`config.mk`:
```
export PLATFORM = sky130hd
export DESIGN_NAME = flash_status_gen
export DESIGN_NICKNAME = d
export VERILOG_FILES = /design/src/rtl/fsg_pkg.sv /design/src/rtl/fsg_array.sv /design/src/rtl/fsg_engine.sv /design/src/rtl/fsg_status.sv /design/src/rtl/flash_status_gen.sv
export SDC_FILE = /design/constraint.sdc
export NUM_CORES = 1
export LEC_CHECK = 0
export BUFFER_PORTS_ARGS = -buffer_cell sky130_fd_sc_hd__buf_2
export CAP_MARGIN = 20
export CORE_MARGIN = 2
export CORE_UTILIZATION = 40
export DETAILED_ROUTE_END_ITERATION = 12
export PLACE_DENSITY_LB_ADDON = 0.12
export SETUP_SLACK_MARGIN = 0.5
export SKIP_CTS_REPAIR_TIMING = 1
export SLEW_MARGIN = 10
export SYNTH_ARGS = -nofsm -noshare
export SYNTH_HDL_FRONTEND = slang
export SYNTH_SLANG_ARGS = --single-unit
```
`constraint.sdc`:
```
create_clock -name clk -period 4.7 [get_ports clk]
set_clock_uncertainty 0.15 [all_clocks]
set_input_delay 0.235 -clock clk [delete_from_list [all_inputs] [get_ports clk]]
set_output_delay 0.235 -clock clk [all_outputs]
set_load 0.01 [all_outputs]
```
`src/rtl/fsg_pkg.sv`:
```
package fsg_pkg;

   typedef enum logic [1:0] {
      CMD_RESET = 2'd0,
      CMD_PROG  = 2'd1,
      CMD_SECT  = 2'd2,
      CMD_CHIP  = 2'd3
   } fsg_cmd_e;

   typedef enum logic [2:0] {
      ST_IDLE  = 3'd0,
      ST_WIN   = 3'd1,
      ST_PROG  = 3'd2,
      ST_ERASE = 3'd3,
      ST_FAIL  = 3'd4
   } fsg_state_e;

   localparam int STAT_TOGGLE_BIT = 6;
   localparam int STAT_LIMIT_BIT  = 5;
   localparam int STAT_PHASE_BIT  = 4;
   localparam int STAT_WINDOW_BIT = 3;

endpackage

```
`src/rtl/fsg_array.sv`:
```
module fsg_array #(
   parameter int DW = 8,
   parameter int AW = 4,
   parameter int SB = 2
) (
   input  logic                 clk,
   input  logic                 rst_n,
   input  logic [AW-1:0]        rd_addr,
   output logic [DW-1:0]        rd_word,
   input  logic [AW-1:0]        chk_addr,
   output logic [DW-1:0]        chk_word,
   input  logic                 prog_commit,
   input  logic [AW-1:0]        prog_addr,
   input  logic [DW-1:0]        prog_data,
   input  logic                 erase_commit,
   input  logic [(1<<SB)-1:0]   erase_sel
);
   localparam int DEPTH = 1 << AW;
   localparam int SH    = AW - SB;

   logic [DW-1:0] words [DEPTH];

   for (genvar w = 0; w < DEPTH; w++) begin : g_word
      localparam int SECT = w >> SH;
      logic [DW-1:0] word_q;
      logic          hit_erase;
      logic          hit_prog;

      assign hit_erase = erase_commit && erase_sel[SECT];
      assign hit_prog  = prog_commit && (prog_addr == AW'(w));

      always_ff @(posedge clk or negedge rst_n) begin
         if (!rst_n)         word_q <= '1;
         else if (hit_erase) word_q <= '1;
         else if (hit_prog)  word_q <= word_q & prog_data;
      end

      assign words[w] = word_q;
   end

   assign rd_word  = words[rd_addr];
   assign chk_word = words[chk_addr];

endmodule

```
`src/rtl/fsg_engine.sv`:
```
module fsg_engine
   import fsg_pkg::*;
#(
   parameter int DW          = 8,
   parameter int AW          = 4,
   parameter int SB          = 2,
   parameter int PROG_CYC    = 6,
   parameter int ERASE_CYC   = 10,
   parameter int WIN_CYC     = 8,
   parameter int LIMIT_CYC   = 32,
   parameter int ERASE_SCALE = 1
) (
   input  logic                 clk,
   input  logic                 rst_n,
   input  logic                 wr_en,
   input  logic [1:0]           wr_cmd,
   input  logic [AW-1:0]        wr_addr,
   input  logic [DW-1:0]        wr_data,
   input  logic [DW-1:0]        chk_word,
   output fsg_state_e           state,
   output logic                 fail_erase,
   output logic                 prog_commit,
   output logic [AW-1:0]        prog_addr,
   output logic [DW-1:0]        prog_data,
   output logic                 erase_commit,
   output logic [(1<<SB)-1:0]   erase_sel
);
   localparam int NSECT = 1 << SB;
   localparam int CMAX  = (LIMIT_CYC > WIN_CYC) ? LIMIT_CYC : WIN_CYC;
   localparam int CW    = $clog2(CMAX + 1);

   fsg_state_e       state_q;
   logic [CW-1:0]    cnt_q;
   logic             bad_q;
   logic             fph_q;
   logic [AW-1:0]    pa_q;
   logic [DW-1:0]    pd_q;
   logic [NSECT-1:0] sel_q;

   logic [NSECT-1:0] wr_onehot;
   logic [31:0]      dur;
   logic             dur_ok, end_hit, lim_hit, prog_done, win_done;

   assign wr_onehot = NSECT'(1) << wr_addr[AW-1 -: SB];

   if (ERASE_SCALE != 0) begin : g_scaled
      assign dur = 32'(ERASE_CYC) * 32'($countones(sel_q));
   end else begin : g_fixed
      assign dur = 32'(ERASE_CYC);
   end

   assign dur_ok    = (dur != 32'd0) && (dur <= 32'(LIMIT_CYC));
   assign end_hit   = (32'(cnt_q) + 32'd1) == dur;
   assign lim_hit   = cnt_q == CW'(LIMIT_CYC - 1);
   assign prog_done = !bad_q && (cnt_q == CW'(PROG_CYC - 1));
   assign win_done  = cnt_q == CW'(WIN_CYC - 1);

   always_ff @(posedge clk or negedge rst_n) begin
      if (!rst_n) begin
         state_q <= ST_IDLE;
         cnt_q   <= '0;
         bad_q   <= 1'b0;
         fph_q   <= 1'b0;
         pa_q    <= '0;
         pd_q    <= '0;
         sel_q   <= '0;
      end else begin
         case (state_q)
            ST_IDLE: begin
               if (wr_en) begin
                  case (fsg_cmd_e'(wr_cmd))
                     CMD_PROG: begin
                        state_q <= ST_PROG;
                        cnt_q   <= '0;
                        pa_q    <= wr_addr;
                        pd_q    <= wr_data;
                        bad_q   <= (chk_word & wr_data) != wr_data;
                     end
                     CMD_SECT: begin
                        state_q <= ST_WIN;
                        cnt_q   <= '0;
                        sel_q   <= wr_onehot;
                     end
                     CMD_CHIP: begin
                        state_q <= ST_ERASE;
                        cnt_q   <= '0;
                        sel_q   <= '1;
                     end
                     default: ;
                  endcase
               end
            end
            ST_WIN: begin
               if (wr_en && (fsg_cmd_e'(wr_cmd) == CMD_SECT))
                  sel_q <= sel_q | wr_onehot;
               if (win_done) begin
                  state_q <= ST_ERASE;
                  cnt_q   <= '0;
               end else begin
                  cnt_q <= cnt_q + 1'b1;
               end
            end
            ST_PROG: begin
               if (prog_done) begin
                  state_q <= ST_IDLE;
               end else if (lim_hit) begin
                  state_q <= ST_FAIL;
                  fph_q   <= 1'b0;
               end else begin
                  cnt_q <= cnt_q + 1'b1;
               end
            end
            ST_ERASE: begin
               if (dur_ok && end_hit) begin
                  state_q <= ST_IDLE;
               end else if (lim_hit) begin
                  state_q <= ST_FAIL;
                  fph_q   <= 1'b1;
               end else begin
                  cnt_q <= cnt_q + 1'b1;
               end
            end
            ST_FAIL: begin
               if (wr_en && (fsg_cmd_e'(wr_cmd) == CMD_RESET))
                  state_q <= ST_IDLE;
            end
            default: state_q <= ST_IDLE;
         endcase
      end
   end

   assign state        = state_q;
   assign fail_erase   = fph_q;
   assign prog_commit  = (state_q == ST_PROG) && prog_done;
   assign prog_addr    = pa_q;
   assign prog_data    = pd_q;
   assign erase_commit = (state_q == ST_ERASE) && dur_ok && end_hit;
   assign erase_sel    = sel_q;

endmodule

```
`src/rtl/fsg_status.sv`:
```
module fsg_status
   import fsg_pkg::*;
#(
   parameter int DW = 8
) (
   input  logic          clk,
   input  logic          rst_n,
   input  logic          rd_en,
   input  fsg_state_e    state,
   input  logic          fail_erase,
   input  logic [DW-1:0] rd_word,
   output logic [DW-1:0] rd_data
);
   logic          tog_q;
   logic [DW-1:0] stat_w;
   logic          failed;

   assign failed = state == ST_FAIL;

   always_comb begin
      stat_w                  = '0;
      stat_w[STAT_TOGGLE_BIT] = ~tog_q;
      stat_w[STAT_LIMIT_BIT]  = failed;
      stat_w[STAT_PHASE_BIT]  = failed && fail_erase;
      stat_w[STAT_WINDOW_BIT] = (state == ST_ERASE) || (failed && fail_erase);
   end

   always_ff @(posedge clk or negedge rst_n) begin
      if (!rst_n) begin
         rd_data <= '0;
         tog_q   <= 1'b0;
      end else if (rd_en) begin
         if (state == ST_IDLE) begin
            rd_data <= rd_word;
         end else begin
            rd_data <= stat_w;
            tog_q   <= ~tog_q;
         end
      end
   end

endmodule

```
`src/rtl/flash_status_gen.sv`:
```
module flash_status_gen
   import fsg_pkg::*;
#(
   parameter int DW          = 8,
   parameter int AW          = 4,
   parameter int SB          = 2,
   parameter int PROG_CYC    = 6,
   parameter int ERASE_CYC   = 10,
   parameter int WIN_CYC     = 8,
   parameter int LIMIT_CYC   = 32,
   parameter int ERASE_SCALE = 1
) (
   input  logic          clk,
   input  logic          rst_n,
   input  logic          wr_en,
   input  logic [1:0]    wr_cmd,
   input  logic [AW-1:0] wr_addr,
   input  logic [DW-1:0] wr_data,
   input  logic          rd_en,
   input  logic [AW-1:0] rd_addr,
   output logic [DW-1:0] rd_data
);
   localparam int NSECT = 1 << SB;

   if (DW < 8) begin : g_bad_dw
      $error("status word needs at least 8 data bits");
   end
   if (SB < 1 || SB >= AW) begin : g_bad_sb
      $error("sector bits must lie inside the address");
   end
   if (PROG_CYC < 1 || PROG_CYC >= LIMIT_CYC) begin : g_bad_prog
      $error("program time must be below the limit");
   end
   if (WIN_CYC < 1 || ERASE_CYC < 1) begin : g_bad_times
      $error("window and erase times must be positive");
   end

   fsg_state_e       eng_state;
   logic             fail_erase;
   logic             prog_commit;
   logic [AW-1:0]    prog_addr;
   logic [DW-1:0]    prog_data;
   logic             erase_commit;
   logic [NSECT-1:0] erase_sel;
   logic [DW-1:0]    rd_word;
   logic [DW-1:0]    chk_word;

   fsg_array #(.DW(DW), .AW(AW), .SB(SB)) u_array (
      .clk          (clk),
      .rst_n        (rst_n),
      .rd_addr      (rd_addr),
      .rd_word      (rd_word),
      .chk_addr     (wr_addr),
      .chk_word     (chk_word),
      .prog_commit  (prog_commit),
      .prog_addr    (prog_addr),
      .prog_data    (prog_data),
      .erase_commit (erase_commit),
      .erase_sel    (erase_sel)
   );

   fsg_engine #(
      .DW(DW), .AW(AW), .SB(SB), .PROG_CYC(PROG_CYC), .ERASE_CYC(ERASE_CYC),
      .WIN_CYC(WIN_CYC), .LIMIT_CYC(LIMIT_CYC), .ERASE_SCALE(ERASE_SCALE)
   ) u_engine (
      .clk          (clk),
      .rst_n        (rst_n),
      .wr_en        (wr_en),
      .wr_cmd       (wr_cmd),
      .wr_addr      (wr_addr),
      .wr_data      (wr_data),
      .chk_word     (chk_word),
      .state        (eng_state),
      .fail_erase   (fail_erase),
      .prog_commit  (prog_commit),
      .prog_addr    (prog_addr),
      .prog_data    (prog_data),
      .erase_commit (erase_commit),
      .erase_sel    (erase_sel)
   );

   fsg_status #(.DW(DW)) u_status (
      .clk        (clk),
      .rst_n      (rst_n),
      .rd_en      (rd_en),
      .state      (eng_state),
      .fail_erase (fail_erase),
      .rd_word    (rd_word),
      .rd_data    (rd_data)
   );

endmodule

```
[Yosys cells after proc, flatten, opt, wreduce, memory -nomap -nowiden]
Index checks and enable logic that the tools add are counted.
Storage, ports and cells
  input port bits: 22
  bits in registers: 164
  output and inout bits: 8
Operators by class
  $add $sub $neg: 5
  equality and inequality tests: 38
  reduce and logical (&&, ||, !) cells: 61
  bitwise logic cells: 22
  shift operators: 1
  order comparisons: 3
  mux-type cells: 63
  multipliers: 1
Operators by type and width (count)
  $mux 8: 37
  $and 8x8->8: 17
  $bmux 8 s4: 2
  $mux 6: 6
  $reduce_bool 2->1: 18
  $add 32x32->32: 1
  $eq 32x32->1: 1
  $eq 4x4->1 const B: 8
  $le 32x6->1 const B: 1
  $mul 4x32->31 const A: 1
  $reduce_bool 32->1: 1
  $logic_and 1x1->1: 29
  $pmux 6 s4: 1
  $mux 3: 6
  $eq 4x3->1 const B: 4
  $pmux 4 s2: 2
  $pmux 3 s5: 1
  $eq 6x3->1 const B: 2
  $ge 5x5->1 const B: 2
  $ne 2x2->1 const B: 5
  $not 4->5: 2
  $reduce_and 5->1: 2
  $pmux 3 s3: 1
  $eq 4x2->1 const B: 2
  30 further kinds: 42

[Depth between registers and ports, before layout]
  depth after elaboration: 9
  depth in mapped cells: 16

[Modules after synthesis]
From an unflattened synthesis, not the netlist that was laid out.
Second synthesis, totals
  cell total of the unflattened synthesis: 838
  area, all modules: 9364.0 um^2
By module, submodules not included
  fsg_array: area an instance 7148.1 um^2, times used 1, cells each 590
  fsg_engine: area an instance 1801.7 um^2, times used 1, cells each 203
  fsg_status: area an instance 414.1 um^2, times used 1, cells each 45

[Worst setup path after synthesis]
Ideal clock, no wire load.
  path type: flip-flop to flip-flop
  from: register u_engine.sel_q[0], in the netlist u_engine.erase_sel[0]
  to: register u_engine.cnt_q[4]
  arrival: 3.250 ns
  cell stages (with the launch flop): 15
  data required time: 4.468 ns
  setup time: 0.082 ns
  period minus slack after synthesis: 3.483 ns
  path slack: 1.217 ns
  cells stage by stage: dfrtp_1 > ha_1 > ha_1 > inv_1 > fa_1 > inv_1 > ha_1 > ha_1 > xnor2_1 > or4_1 > a211o_1 > o31ai_2 > buf_2 > a21oi_1 > o22ai_1
On the way
  cells in the longest elaborated chain, start to end: 8
RTL lines
  from (decl): RTL line fsg_engine.sv:38  | logic [NSECT-1:0] sel_q;
  from (signal assigned): RTL line fsg_engine.sv:82  | sel_q <= wr_onehot;
  from (signal assigned): RTL line fsg_engine.sv:95  | sel_q <= sel_q | wr_onehot;
  $add 1x1->2 (implied by the code) (*): RTL line fsg_engine.sv:47  | assign dur = 32'(ERASE_CYC) * 32'($countones(sel_q));
  $add 32x32->32 (implied by the code) (*): RTL line fsg_engine.sv:47
  $mul 4x32->31 (*): RTL line fsg_engine.sv:47
  $le 32x6->1 / $reduce_bool 32->1 (equally long branches): RTL line fsg_engine.sv:52  | assign dur_ok = (dur != 32'd0) && (dur <= 32'(LIMIT_CYC));
  $logic_and 1x1->1: RTL line fsg_engine.sv:52
  $logic_and 1x1->1 (*): RTL line fsg_engine.sv:114  | if (dur_ok && end_hit) begin
  $ne 2x2->1 (no source line) (*)
  $reduce_and 5->1 (no source line) (*)
  to (signal assigned): RTL line fsg_engine.sv:100  | cnt_q <= cnt_q + 1'b1;
  to (signal assigned): RTL line fsg_engine.sv:110  | cnt_q <= cnt_q + 1'b1;
  to (signal assigned): RTL line fsg_engine.sv:120  | cnt_q <= cnt_q + 1'b1;
  to (decl): RTL line fsg_engine.sv:33  | logic [CW-1:0] cnt_q;
Every way passes the cells marked *; elsewhere a longest branch is shown, timed or not.
A chain may end at the register's enable or synchronous reset.

[Worst setup path in the final report]
  from: register u_engine.sel_q[1], in the netlist u_engine.erase_sel[1]
  to: register u_array.g_word[9].word_q[0]
On the way
  cells in the longest elaborated chain, start to end: 9
RTL lines
  $add 1x1->2 (implied by the code) (*): RTL line fsg_engine.sv:47
  $add 32x32->32 (implied by the code) (*): RTL line fsg_engine.sv:47
  $mul 4x32->31 (*): RTL line fsg_engine.sv:47
  $le 32x6->1 / $reduce_bool 32->1 (equally long branches): RTL line fsg_engine.sv:52
  $logic_and 1x1->1: RTL line fsg_engine.sv:52
  $logic_and 1x1->1: RTL line fsg_engine.sv:137  | assign erase_commit = (state_q == ST_ERASE) && dur_ok && end_hit;
  $logic_and 1x1->1 (*): RTL line fsg_engine.sv:137
  $logic_and 1x1->1 (*): RTL line fsg_array.sv:29  | assign hit_erase = erase_commit && erase_sel[SECT];
  $mux 8 / $reduce_bool 2->1 (equally long branches)
  to (signal assigned): RTL line fsg_array.sv:35  | else if (hit_prog) word_q <= word_q & prog_data;
  to (decl): RTL line fsg_array.sv:25  | logic [DW-1:0] word_q;
Marks and branches as above.

==> metrics.yaml <==
setup_viol: 0
synth-compound-area-share_pct: 13.3
synthAdderAreaFrac_pct: 2.05
clock_latency_ps: 430
die-area_sq_um: 23400
clk_path_buf_depth: 2
grt_usage_pct: 22.7
yosys.area_share.xor_xnor_pct: 0.394
htreeDepth: 4
cts-root-buf: "clkbuf_16"
synth.cell_area_sq_um: 8890
grt_pass1_wl_um: 40300
whs_ps: 26.7
cp_max_fo: 32
num_vias: 6780
worst_setup_path_end_kind: "register"
synth_largest_area_cell: "dfstp_2"
worst_ep_required_time_ps: 4920
synth-simple-area-share_pct: 12.6
path_class: "register to register"
synthDominantCellAreaShare_pct: 37.8
ys_ff_latch: 164
finalHoldViolations: 0
wl_per_cell_um: 22.9
die_h_um: 153
fin_ws_ps: 831
grt_pass1_vias: 6819
placed_area_sq_um: 9220
ios: 30
ir_drop_v: 0.000236
first_pass_iters: 5
hold_path_depth: 2
yosysUniqueCellTypes: 60
fin_util_pct: 45.5
run_status: "complete, no violations"
place_worst_setup_slack_ps: 742
slew_headroom_pct: 25.1
core_sq_um: 21800
synth_edf_count: 0
cp-endpoint: "u_array.g_word[9].word_q[0]"
critPathLaunchType: "register"
cap_violations: 0
final_antenna_net_count: 0
drive_gt1_share_pct: 33.6
startpoint: "u_engine.erase_sel[1]"
synth.area.top_cells: "dfstp_2 (38%), mux4_2 (15%), dfrtp_1 (10%)"
final-max-slew-violation-count: 0
ys.flop_type: "dfstp_2"
worstSetupPathDepth: 14
syn-instance-count: 819
area_growth_pct: 11.6
start_util_pct: 40.7
avgSynthCellArea_sq_um: 10.9
overflow: 0
ys_seq_area_share_pct: 48.0
portBuffers: 29
layout_commonest_cell: "nand2_1"
critPathSlowestCell: "fa_1"
path_delay_family: "adder cells"
worstPathCellList: "ha_1 > ha_1 > inv_1 > fa_1 > inv_1 > ha_1 > ha_1 > xnor2_1 > or4_1 > a211o_1 > nor3_2 > nand2_1 > buf_4 > nand2_1"
rr_startpoint: "u_engine.erase_sel[1]"
cp_common_cell: "ha_1"
fin_crit_ps: 3870
power_per_cell_area_nw_per_um2: 585
clock_sinks: 164
vias_per_cell: 6.02
drc_errors: 0
synth_top_family_by_area: "multiplexers"
fin_tns_setup_ps: 0
p_leak_nw: 4.43
nets: 867
syn-num-nets: 855
cts_buffers: 17
rr_worst_depth: 14
ff2ff_setup_slack_ps: 830
rr_endpoint: "u_array.g_word[9].word_q[0]"
fin_area_sq_um: 9920
synthArstFlopShare_pct: 100
hold_path_class: "input pin to register"
cpPeakStageDelay_ps: 490
grt_max_degree: 82
globalplace.congestion: 0.804
grt_setup_unrepaired: "no"
path_buf_inv: 3
die_x_um: 153
post-route-period-util_pct: 82.3
cts_tree: "built"
synthMuxAreaShare_pct: 20.2
initialDrtViolationCount: 584
routed_wl_um: 25800
fmax_ghz: 0.258
antenna_found_initial: 1
tightest_slew_ps: 1120
worstPathArrival_ps: 4090
yosysWarnings: 0
final_cell_mix: "nand2_1 (169), o21ai_0 (134), dfstp_2 (128)"
hpwl_um: 16400
fillCellCount: 2049
cts.clk_slew.worst_paths_ps: 70
rows: 54
[routing by layer]
layer	track usage, %	vias up	share of wire, %
met4	7.80	0	2.4
li1	-	2995	-
met3	4.54	50	5.4
met1	30.3	3491	43
met2	37.1	244	49
met5	0	-	0
[power by group]
group | internal [mW] | leakage [nW] | total [mW] | switching, mW
Sequential | 2.14 | 1.78 | 2.63 | 0.484
Combinational | 0.860 | 2.36 | 1.75 | 0.893
Clock | 0.833 | 0.293 | 1.42 | 0.585
Total | 3.84 | 4.43 | 5.80 | 1.96
[registers in the layout, indices dropped and copies added (netlist names), 3 cells and up]
register	cells
u_engine.erase_sel	4
u_status.rd_data	8
u_array.g_word.word_q	128
u_engine.cnt_q	6
u_engine.state	3
u_engine.prog_addr	4
u_engine.prog_data	8
[cells by family (layout without fill, tap and decap cells)]
logic type / Yosys count / count (layout)
muxes: 105 / 105
xor gates and xnor gates: 4 / 4
other: 0 / 2
AOI/OAI and AO/OA: 211 / 211
adders and majority gates: 14 / 14
and+or+nand+nor: 248 / 248
DFF: 164 / 164
buffers and inverters: 73 / 98
[final cells by class]
class	count	area (sq um)	share of cell area, %
diodes	2	5.00	0.0505
clock buffers	23	478	4.82
clock inverters	9	118	1.19
inverters	19	71.3	0.719
multi-input cells	582	4320	43.6
flip-flops and latches	164	4260	43.0
well taps	280	350	3.53
repair buffers	47	309	3.12
[how the worst min path moves through the flow]
| stage | startpoint | to |
|---|---|---|
| 2_1_floorplan | rst_n | u_engine.bad_q |
| 3_3_place_gp | rst_n | u_engine.cnt_q[4] |
| 3_5_place_dp | rst_n | u_engine.cnt_q[1] |
| 4_1_cts | rst_n | u_engine.erase_sel[1] |
| 5_1_grt | rd_en | u_status.rd_data[6] |
| 6_report | rd_en | u_status.rd_data[6] |
[per-stage QoR]
step | power [mW] | std cells
finish | 5.80 | 1126
global route | 6.18 | 1124
CTS | 5.80 | 1115
detailed placement | 4.35 | 1083
global placement | 4.24 | 1083
floorplan | 3.85 | 819
[worst reg2reg max path: stages, from the launching register on]
cell	delay (ps)
dfrtp_1	400
ha_1	290
ha_1	140
inv_1	50
fa_1	490
inv_1	70
ha_1	220
ha_1	320
xnor2_1	160
or4_1	410
a211o_1	340
nor3_2	260
nand2_1	110
buf_4	270
nand2_1	140
[cells in the mapped netlist (14+ instances only)]
| master | count |
|---|---|
| dfrtp_1 | 36 |
| dfstp_2 | 128 |
| inv_1 | 19 |
| nand2_1 | 169 |
| mux4_2 | 58 |
| mux2_2 | 18 |
| a21oi_1 | 19 |
| nand3_1 | 15 |
| clkbuf_1 | 23 |
| o21ai_1 | 14 |
| buf_2 | 25 |
| mux2i_1 | 29 |
| o21ai_0 | 134 |
Note: power is estimated with default switching activity, not from simulation.
